<file path="src/rtl/pwrup_seq_pkg.sv">
package pwrup_seq_pkg;

   typedef enum logic [2:0] {
      ST_WAIT_PG = 3'd0,
      ST_IDLE    = 3'd1,
      ST_DUMMY   = 3'd2,
      ST_LOAD    = 3'd3,
      ST_POST    = 3'd4,
      ST_DONE    = 3'd5
   } seq_state_t;

   typedef enum logic {
      CMD_NOP = 1'b0,
      CMD_MRS = 1'b1
   } seq_cmd_t;

   localparam int unsigned CMD_PINS = 3;

endpackage

</file>
<file path="src/rtl/pwrup_wait_ctr.sv">
module pwrup_wait_ctr #(
   parameter int unsigned W = 8
) (
   input  logic         clk,
   input  logic         rst_n,
   input  logic         run,
   input  logic [W-1:0] term,
   output logic         last
);

   logic [W-1:0] cnt_q;

   assign last = run && (cnt_q == term - W'(1));

   always_ff @(posedge clk or negedge rst_n) begin
      if (!rst_n)
         cnt_q <= '0;
      else if (!run || last)
         cnt_q <= '0;
      else
         cnt_q <= cnt_q + W'(1);
   end

endmodule

</file>
<file path="src/rtl/pwrup_cmd_enc.sv">
module pwrup_cmd_enc
   import pwrup_seq_pkg::*;
(
   input  seq_cmd_t              cmd,
   output logic [CMD_PINS-1:0]   pins
);

   // {cs_n, we_n, ref_n}, indexed by the command kind
   localparam logic [CMD_PINS-1:0] PIN_TABLE [2] = '{3'b011, 3'b000};

   assign pins = PIN_TABLE[cmd];

endmodule

</file>
<file path="src/rtl/lldram_pwrup_seq.sv">
module lldram_pwrup_seq
   import pwrup_seq_pkg::*;
#(
   parameter int unsigned CLK_KHZ   = 100000,
   parameter int unsigned IDLE_NS   = 200000,
   parameter int unsigned N_DUMMY   = 2,
   parameter int unsigned POST_WAIT = 8,
   parameter int unsigned ADDR_W    = 20
) (
   input  logic              clk,
   input  logic              rst_n,
   input  logic              power_good_i,
   input  logic [ADDR_W-1:0] mode_val_i,
   output logic [2:0]        cmd_o,
   output logic [ADDR_W-1:0] addr_o,
   output logic              init_done_o
);

   localparam longint unsigned IDLE_PROD = longint'(IDLE_NS) * longint'(CLK_KHZ);
   localparam int unsigned IDLE_CYC  = int'((IDLE_PROD + 64'd999999) / 64'd1000000);
   localparam int unsigned MAX_TERM  = (IDLE_CYC > N_DUMMY)
                                     ? ((IDLE_CYC > POST_WAIT) ? IDLE_CYC : POST_WAIT)
                                     : ((N_DUMMY > POST_WAIT) ? N_DUMMY : POST_WAIT);
   localparam int unsigned CNT_W     = $clog2(MAX_TERM + 1);
   localparam logic [2:0]  NOP_PINS  = 3'b011;

   // parameter legality
   generate
      if (N_DUMMY < 2) begin : g_bad_dummy
         $error("N_DUMMY must be at least 2");
      end
      if (IDLE_CYC < 1) begin : g_bad_idle
         $error("idle wait must be at least one cycle");
      end
   endgenerate

   // state after the valid set command: skip the tail when it is empty
   localparam seq_state_t AFTER_LOAD = (POST_WAIT == 0) ? ST_DONE : ST_POST;

   seq_state_t       state_q, state_d;
   logic             ctr_run, ctr_last;
   logic [CNT_W-1:0] ctr_term;
   seq_cmd_t         cmd_kind;

   always_comb begin
      ctr_run  = 1'b0;
      ctr_term = '0;
      unique case (state_q)
         ST_IDLE:  begin ctr_run = 1'b1; ctr_term = CNT_W'(IDLE_CYC);  end
         ST_DUMMY: begin ctr_run = 1'b1; ctr_term = CNT_W'(N_DUMMY);   end
         ST_POST:  begin ctr_run = 1'b1; ctr_term = CNT_W'(POST_WAIT); end
         default:  ;
      endcase
   end

   pwrup_wait_ctr #(.W(CNT_W)) i_ctr (
      .clk   (clk),
      .rst_n (rst_n),
      .run   (ctr_run),
      .term  (ctr_term),
      .last  (ctr_last)
   );

   always_comb begin
      state_d = state_q;
      unique case (state_q)
         ST_WAIT_PG: if (power_good_i) state_d = ST_IDLE;
         ST_IDLE:    if (ctr_last)     state_d = ST_DUMMY;
         ST_DUMMY:   if (ctr_last)     state_d = ST_LOAD;
         ST_LOAD:                      state_d = AFTER_LOAD;
         ST_POST:    if (ctr_last)     state_d = ST_DONE;
         default:                      state_d = ST_DONE;
      endcase
   end

   always_ff @(posedge clk or negedge rst_n) begin
      if (!rst_n) state_q <= ST_WAIT_PG;
      else        state_q <= state_d;
   end

   assign cmd_kind    = (state_q == ST_DUMMY || state_q == ST_LOAD) ? CMD_MRS : CMD_NOP;
   assign addr_o      = (state_q == ST_LOAD) ? mode_val_i : '0;
   assign init_done_o = (state_q == ST_DONE);

   pwrup_cmd_enc i_enc (
      .cmd  (cmd_kind),
      .pins (cmd_o)
   );

   // ---------------- checking logic ----------------
   localparam int unsigned RUN_W = $clog2(N_DUMMY + 3);
   localparam int unsigned SEEN_W = $clog2(IDLE_CYC + 2);

   logic              is_mrs;
   logic [RUN_W-1:0]  mrs_run_q;
   logic              started_q;
   logic [SEEN_W-1:0] seen_q;

   assign is_mrs = (cmd_o == 3'b000);

   always_ff @(posedge clk or negedge rst_n) begin
      if (!rst_n) begin
         mrs_run_q <= '0;
         started_q <= 1'b0;
         seen_q    <= '0;
      end else begin
         mrs_run_q <= is_mrs ? mrs_run_q + RUN_W'(1) : '0;
         if (power_good_i) started_q <= 1'b1;
         if (started_q && seen_q < SEEN_W'(IDLE_CYC)) seen_q <= seen_q + SEEN_W'(1);
      end
   end


   wait_pg_nop_chk: assert property (@(posedge clk) disable iff (!rst_n)
      !started_q |-> (cmd_o == NOP_PINS && !init_done_o));


   idle_min_chk: assert property (@(posedge clk) disable iff (!rst_n)
      $rose(is_mrs) |-> seen_q >= SEEN_W'(IDLE_CYC));


   mrs_run_len_chk: assert property (@(posedge clk) disable iff (!rst_n)
      (!is_mrs && mrs_run_q != '0) |-> mrs_run_q == RUN_W'(N_DUMMY + 1));


   dummy_addr_zero_chk: assert property (@(posedge clk) disable iff (!rst_n)
      (is_mrs && mrs_run_q < RUN_W'(N_DUMMY)) |-> addr_o == '0);


   valid_mode_chk: assert property (@(posedge clk) disable iff (!rst_n)
      (is_mrs && mrs_run_q == RUN_W'(N_DUMMY)) |-> addr_o == mode_val_i);


   done_sticky_chk: assert property (@(posedge clk) disable iff (!rst_n)
      init_done_o |=> init_done_o);


   done_quiet_chk: assert property (@(posedge clk) disable iff (!rst_n)
      init_done_o |-> cmd_o == NOP_PINS);

endmodule

</file>
<file path="config.mk">
export PLATFORM = sky130hd
export DESIGN_NAME = lldram_pwrup_seq
export DESIGN_NICKNAME = d
export VERILOG_FILES = /design/src/rtl/pwrup_seq_pkg.sv /design/src/rtl/pwrup_wait_ctr.sv /design/src/rtl/pwrup_cmd_enc.sv /design/src/rtl/lldram_pwrup_seq.sv
export SDC_FILE = /design/constraint.sdc
export NUM_CORES = 1
export LEC_CHECK = 0
export BUFFER_PORTS_ARGS = -buffer_cell sky130_fd_sc_hd__buf_2
export CAP_MARGIN = 25
export CORE_MARGIN = 3
export CORE_UTILIZATION = 45
export CTS_CLUSTER_DIAMETER = 120
export DETAILED_ROUTE_END_ITERATION = 10
export GPL_TIMING_DRIVEN = 0
export PLACE_DENSITY = 0.84
export REMOVE_ABC_BUFFERS = 1
export SYNTH_ARGS = -nofsm -noshare
export SYNTH_HDL_FRONTEND = slang
export SYNTH_HIERARCHICAL = 1
export SYNTH_SLANG_ARGS = --single-unit
</file>
<file path="constraint.sdc">
create_clock -name clk -period 3.4 [get_ports clk]
set_input_delay 0.51 -clock clk [delete_from_list [all_inputs] [get_ports clk]]
set_output_delay 0.51 -clock clk [all_outputs]
set_load 0.005 [all_outputs]
</file>
# After elaboration in Yosys (flattened, before gate mapping)
# Index checks and enable logic that the tools add are counted.
[totals]
regBits = 18
input_bits = 23
output_inout_bits = 24
word_cells = 36
[classes]
add_sub_neg = 2
magnitude_cmp = 1
n_eq_ne = 10
muxes = 13
bitwise = 1
n_reduce_logical = 7
[op_table]
columns = ["operator", "n"]
rows = [
  ["15-bit case mux with 3 select lines", 1],
  ["20-bit 2-to-1 mux", 1],
  ["3-bit 2-to-1 mux", 6],
  ["15-bit by 1-bit adder with 15-bit output, second input constant", 1],
  ["15-bit equality test", 1],
  ["15-bit 2-to-1 mux", 1],
  ["3-bit case mux with 5 select lines", 1],
  ["15-bit by 1-bit subtractor with 15-bit output, second input constant", 1],
  ["3-bit by 2-bit equality test with 1-bit output, second input constant", 2],
  ["3-bit equality test, second input constant", 2],
  ["2-bit by 1-bit inequality test with 1-bit output, second input constant", 3],
  ["4-bit AND reduction", 1],
  ["3-bit by 1-bit equality test with 1-bit output, second input constant", 1],
  ["3-bit logical NOT", 1],
  ["3-bit OR reduction", 1],
  ["2-bit >= comparator, second input constant", 1],
  ["1-bit logical OR", 2],
  ["1-bit 2-to-1 mux", 2],
  ["2-bit 2-to-1 mux", 1],
  ["2-bit inequality test, second input constant", 1],
  ["1-bit NOT with 2-bit output", 1],
  ["1-bit logical AND", 1],
  ["1-bit logical NOT", 1],
]

# Depth between registers and ports, before layout
[logic_depth]
ltp_word = 7
mapped_depth = 12
mapped_depth_nobuf = 11

# Modules after synthesis
# The synthesis kept the hierarchy.
[modules_own_cells]
columns = ["module", "instances", "cells_per_inst", "area_per_inst_um2", "seq_area_each_um2"]
rows = [
  ["pwrup_wait_ctr", 1, 145, 1232.4, 375.4],
  ["lldram_pwrup_seq", 1, 44, 361.6, 75.1],
  ["pwrup_cmd_enc", 1, 4, 22.5, 0.0],
]

# Worst setup path before layout
# Ideal clock, no wire load.
[synth_timing]
kind = "flip-flop to flip-flop"
from = "reg state_q[1]"
to = "reg state_q[0]"
setup_ns = 0.126
arrival_ns = 3.506
t_required_ns = 3.274
slack_ns = -0.232
stages_incl_launch_ff = 11
path_buffers = 1
period_less_slack_ns = 3.632
path_cell_list = "dfrtp_1 -> clkbuf_1 -> nor3b_1 -> or3_1 -> nor2_1 -> xor2_1 -> o211ai_1 -> nor4_1 -> and2_1 -> mux2_4 -> o32a_1"
[synth_between]
elab_chain_cells = 7
word_cells_on_any_way = 17
classes_between = "add/sub (1); eq/ne (9); mux (3); reduce/logical (4)"
[synth_rtl]
columns = ["item", "line_no", "text"]
rows = [
  ["start: declaration", "lldram_pwrup_seq.sv:40", "seq_state_t state_q, state_d;"],
  ["start signal: assignment", "lldram_pwrup_seq.sv:78", "else state_q <= state_d;"],
  ["3-bit equality test, or another cell as far along", "lldram_pwrup_seq.sv:48", "unique case (state_q)"],
  ["15-bit case mux with 3 select lines (*)", "lldram_pwrup_seq.sv:48", ""],
  ["net ctr_term[10]", "lldram_pwrup_seq.sv:42", "logic [CNT_W-1:0] ctr_term;"],
  ["15-bit by 1-bit subtractor with 15-bit output (*)", "pwrup_wait_ctr.sv:13", "assign last = run && (cnt_q == term - W'(1));"],
  ["15-bit equality test (*)", "pwrup_wait_ctr.sv:13", ""],
  ["1-bit logical AND (*)", "pwrup_wait_ctr.sv:13", ""],
  ["net ctr_last", "lldram_pwrup_seq.sv:41", "logic ctr_run, ctr_last;"],
  ["2-bit by 1-bit inequality test with 1-bit output (no line)", "-", ""],
  ["4-bit AND reduction (no line) (*)", "-", ""],
]
# The timed path passes the listed nets; every way through them passes the cells marked *.
# A chain may end at the register's enable or synchronous reset.

# Worst setup path after layout
# Same ends and word-level chain as after synthesis.

==> results.cfg <==
[setup_path]
required_ns = 3.63
worstSetupPathType = register to register
worstSetupStartpointType = register
crit_fanout = 12
cp-end-kind = register
worst_ep_arrival_time_ns = 3.47

[clocking]
cts_buffers = 3
holdBufCountCts = 0
root_buffer = clkbuf_4
clk_pin_slew_ns = 0.09
clk_latency_ns = 0.28
clock-sinks = 18
cts_tree = built
h-tree-depth = 1
clk_path_buf_depth = 2

[place]
place_congestion = 0.791
placed_cells = 309
dp_slack_ns = 0.0365
dp_hpwl_um = 2680
portBuffers = 45

[global_routing]
track_usage_pct = 15.9
grt_max_degree = 21
grt_pass1_wl_um = 5540
antenna_found_initial = 0
grt_pass1_vias = 1271
overflow = 0

[floorplanning]
start_util_pct = 47.7
dieArea_sq_mm = 0.00435
rows = 21
die_h_um = 65.9
coreArea_sq_mm = 0.00339
io_pins = 47
die_width_um = 65.9

[yosys]
synth_edf_count = 0
synth_area_sq_mm = 0.00162
seq_area_frac_synth_pct = 27.9
syn_inst = 193
synthFlopType = dfrtp_1
synth_seq_cells = 18
post_synth.cell_area_avg_sq_um = 8.38
synth_warnings = 6
ys_types = 48
synthArstFlopShare_pct = 100

[power_and_ir_drop]
cellLeakagePower_nw = 1.01
p_int_mw = 0.305
comb_power_share_pct = 23.0
p_per_area_mw_per_mm2 = 209
clockPowerShare_pct = 23.5
power_switching_mw = 0.120
power.total_mw = 0.424
peakVddDrop_mv = 0.228
swShare_pct = 28.2
seq_power_share_pct = 53.5

[routing]
wl_per_cell_um = 10.8
highest_layer = met4
routed_wl_um = 3400
dr_wl_met3_um = 43
ant_nets = 0
drtIter0Drc = 23
met1_length_um = 1570
drcViolationCount = 0
detail_route.vias_per_cell = 4.58
vias = 1438
wl_met2_um = 1750
drtPass1Iterations = 4

[sta]
finalHoldViolations = 0
final.setup.tns_ns = 0
period_share_pct = 95.4
setup_viol = 0
tightestPinTransition_ns = 0.767
max_clock_freq_mhz = 308
fin_skew_ns = 0.00264
report.final.slew_viol_count = 0
slew_headroom_pct = 48.8
worst_slack_ns = 0.155
period_minus_slack_ns = 3.24

[run_status]
status = complete, no violations

[min_path]
hp-class = input pin to asynchronous set/reset pin

[layout]
fin_cells = 314
fill_cells = 278
antenna_cells = 0
areaGrowthSynthToFinish_pct = 25.2
nNetsFinal = 295
drive_gt1_share_pct = 23.9

[job]
maxCapViolCount = 0
## cells by family (layout without fill, tap and decap cells)
family	count (synthesis)	count (layout)	share of synthesized area, %
xor gates and xnor gates	30	30	16.3
muxes	2	2	1.55
DFF	18	18	27.9
and+or+nand+nor	95	95	32.9
AOI/OAI and AO/OA	24	24	13.2
other	2	40	0.465
adders and majority gates	2	2	1.55
buffers and inverters	20	57	6.19
## stage by stage
stage          instance area (sq um)  util [%]  hold WS, ns
6_report                        2020      59.7        0.136
5_1_grt                         2020      59.7        0.138
4_1_cts                         2000      59.1        0.131
3_5_place_dp                    1980      58.4        0.450
3_3_place_gp                    1960      58.0        0.451
2_1_floorplan                   1680         -        0.214
## worst max-delay path: stages (launching register included)
cell	delay, ns
dfrtp_1	0.49
nor3b_1	0.24
inv_1	0.08
ha_1	0.21
or3b_2	0.51
a2111oi_2	0.37
nor3_1	0.10
a311o_1	0.33
nor4_1	0.27
and2_1	0.24
mux2i_1	0.20
o32a_1	0.16
## path summary, 6_finish.rpt
path / start / to / slack [ns] / cells past startpoint
worst max-delay path: state_q[1]$_DFFE_PN0P_ / state_q[0]$_DFFE_PN0P_ / 0.16 / 11
worst min-delay path: rst_n / i_ctr/cnt_q[11]$_DFF_PN0_ / 0.14 / 1
worst max register to register: state_q[1]$_DFFE_PN0P_ / state_q[0]$_DFFE_PN0P_ / 0.16 / 11
worst min register to register: i_ctr/cnt_q[0]$_DFF_PN0_ / i_ctr/cnt_q[0]$_DFF_PN0_ / 0.55 / 1
max in group asynchronous: rst_n / state_q[2]$_DFFE_PN0P_ / 2.95 / 1
min in group clk: i_ctr/cnt_q[0]$_DFF_PN0_ / i_ctr/cnt_q[0]$_DFF_PN0_ / 0.55 / 1
## area by class of cell
cell class	instances	area (sq um)	share of cell area [%]
inverter	6	22.5	1.11
tap	46	57.6	2.84
multi-input combinational	193	1220	60.2
timing repair buffer	48	251	12.4
sequential	18	452	22.3
clock buffer	3	22.5	1.11
## cell usage in the layout, fill, tap and decap left out, types with 2 or more instances in the layout
cell type   n
buf_2      45
conb_1     40
nor2_1     23
and2_1     21
xor2_1     17
dfrtp_1    17
xnor2_1    13
nand3_1    10
inv_1       6
nand2_1     6
nand2b_1    5
and3_1      5
nor3_1      5
nor4_1      4
nand3b_1    3
a21oi_1     3
clkbuf_4    3
nor3b_2     2
nor3b_1     2
and3b_2     2
a211oi_1    2
o211a_1     2
o211ai_1    2
a2111oi_0   2
ha_1        2
buf_4       2
## flip-flops by register name (all words and copies together) (netlist names)
signal,flops
i_ctr/cnt_q,15
state_q,3
## per-layer routing
| metal | vias to the layer above | GRT usage (%) |
|---|---|---|
| met4 | 0 | 6.35 |
| met1 | 648 | 21.3 |
| met2 | 10 | 26.9 |
| met5 | - | 0 |
| met3 | 4 | 0.510 |
| li1 | 776 | - |
## power by group through the flow
stage                     combinational, mW  sequential [mW]  clock [mW]
final                                0.0977            0.227      0.0996
after global routing                  0.111            0.228       0.111
after CTS                            0.0928            0.226       0.104
after detailed placement             0.0924            0.231           0
after global placement               0.0875            0.230           0
after floorplan                      0.0638            0.228           0
## cell usage after synthesis, drive strengths merged, types with 4 or more instances
cell / count / area share [%]
nor3b: 4 / 1.9
and2: 21 / 8.1
clkbuf: 8 / 1.9
inv: 6 / 1.4
dfrtp: 18 / 28
nand3: 10 / 3.1
nor2: 23 / 5.3
nor4: 4 / 1.5
nand2b: 5 / 1.9
and3: 5 / 1.9
nor3: 5 / 1.5
nand2: 6 / 1.4
xor2: 17 / 9.2
xnor2: 13 / 7.0
buf: 6 / 2.9
## repair_timing
item | CTS | global route
resized for setup | 0 | 2
setup buffers | 0 | 2
endpoints found under the setup margin | 0 | 16
Power figures use the tool's default switching activity.
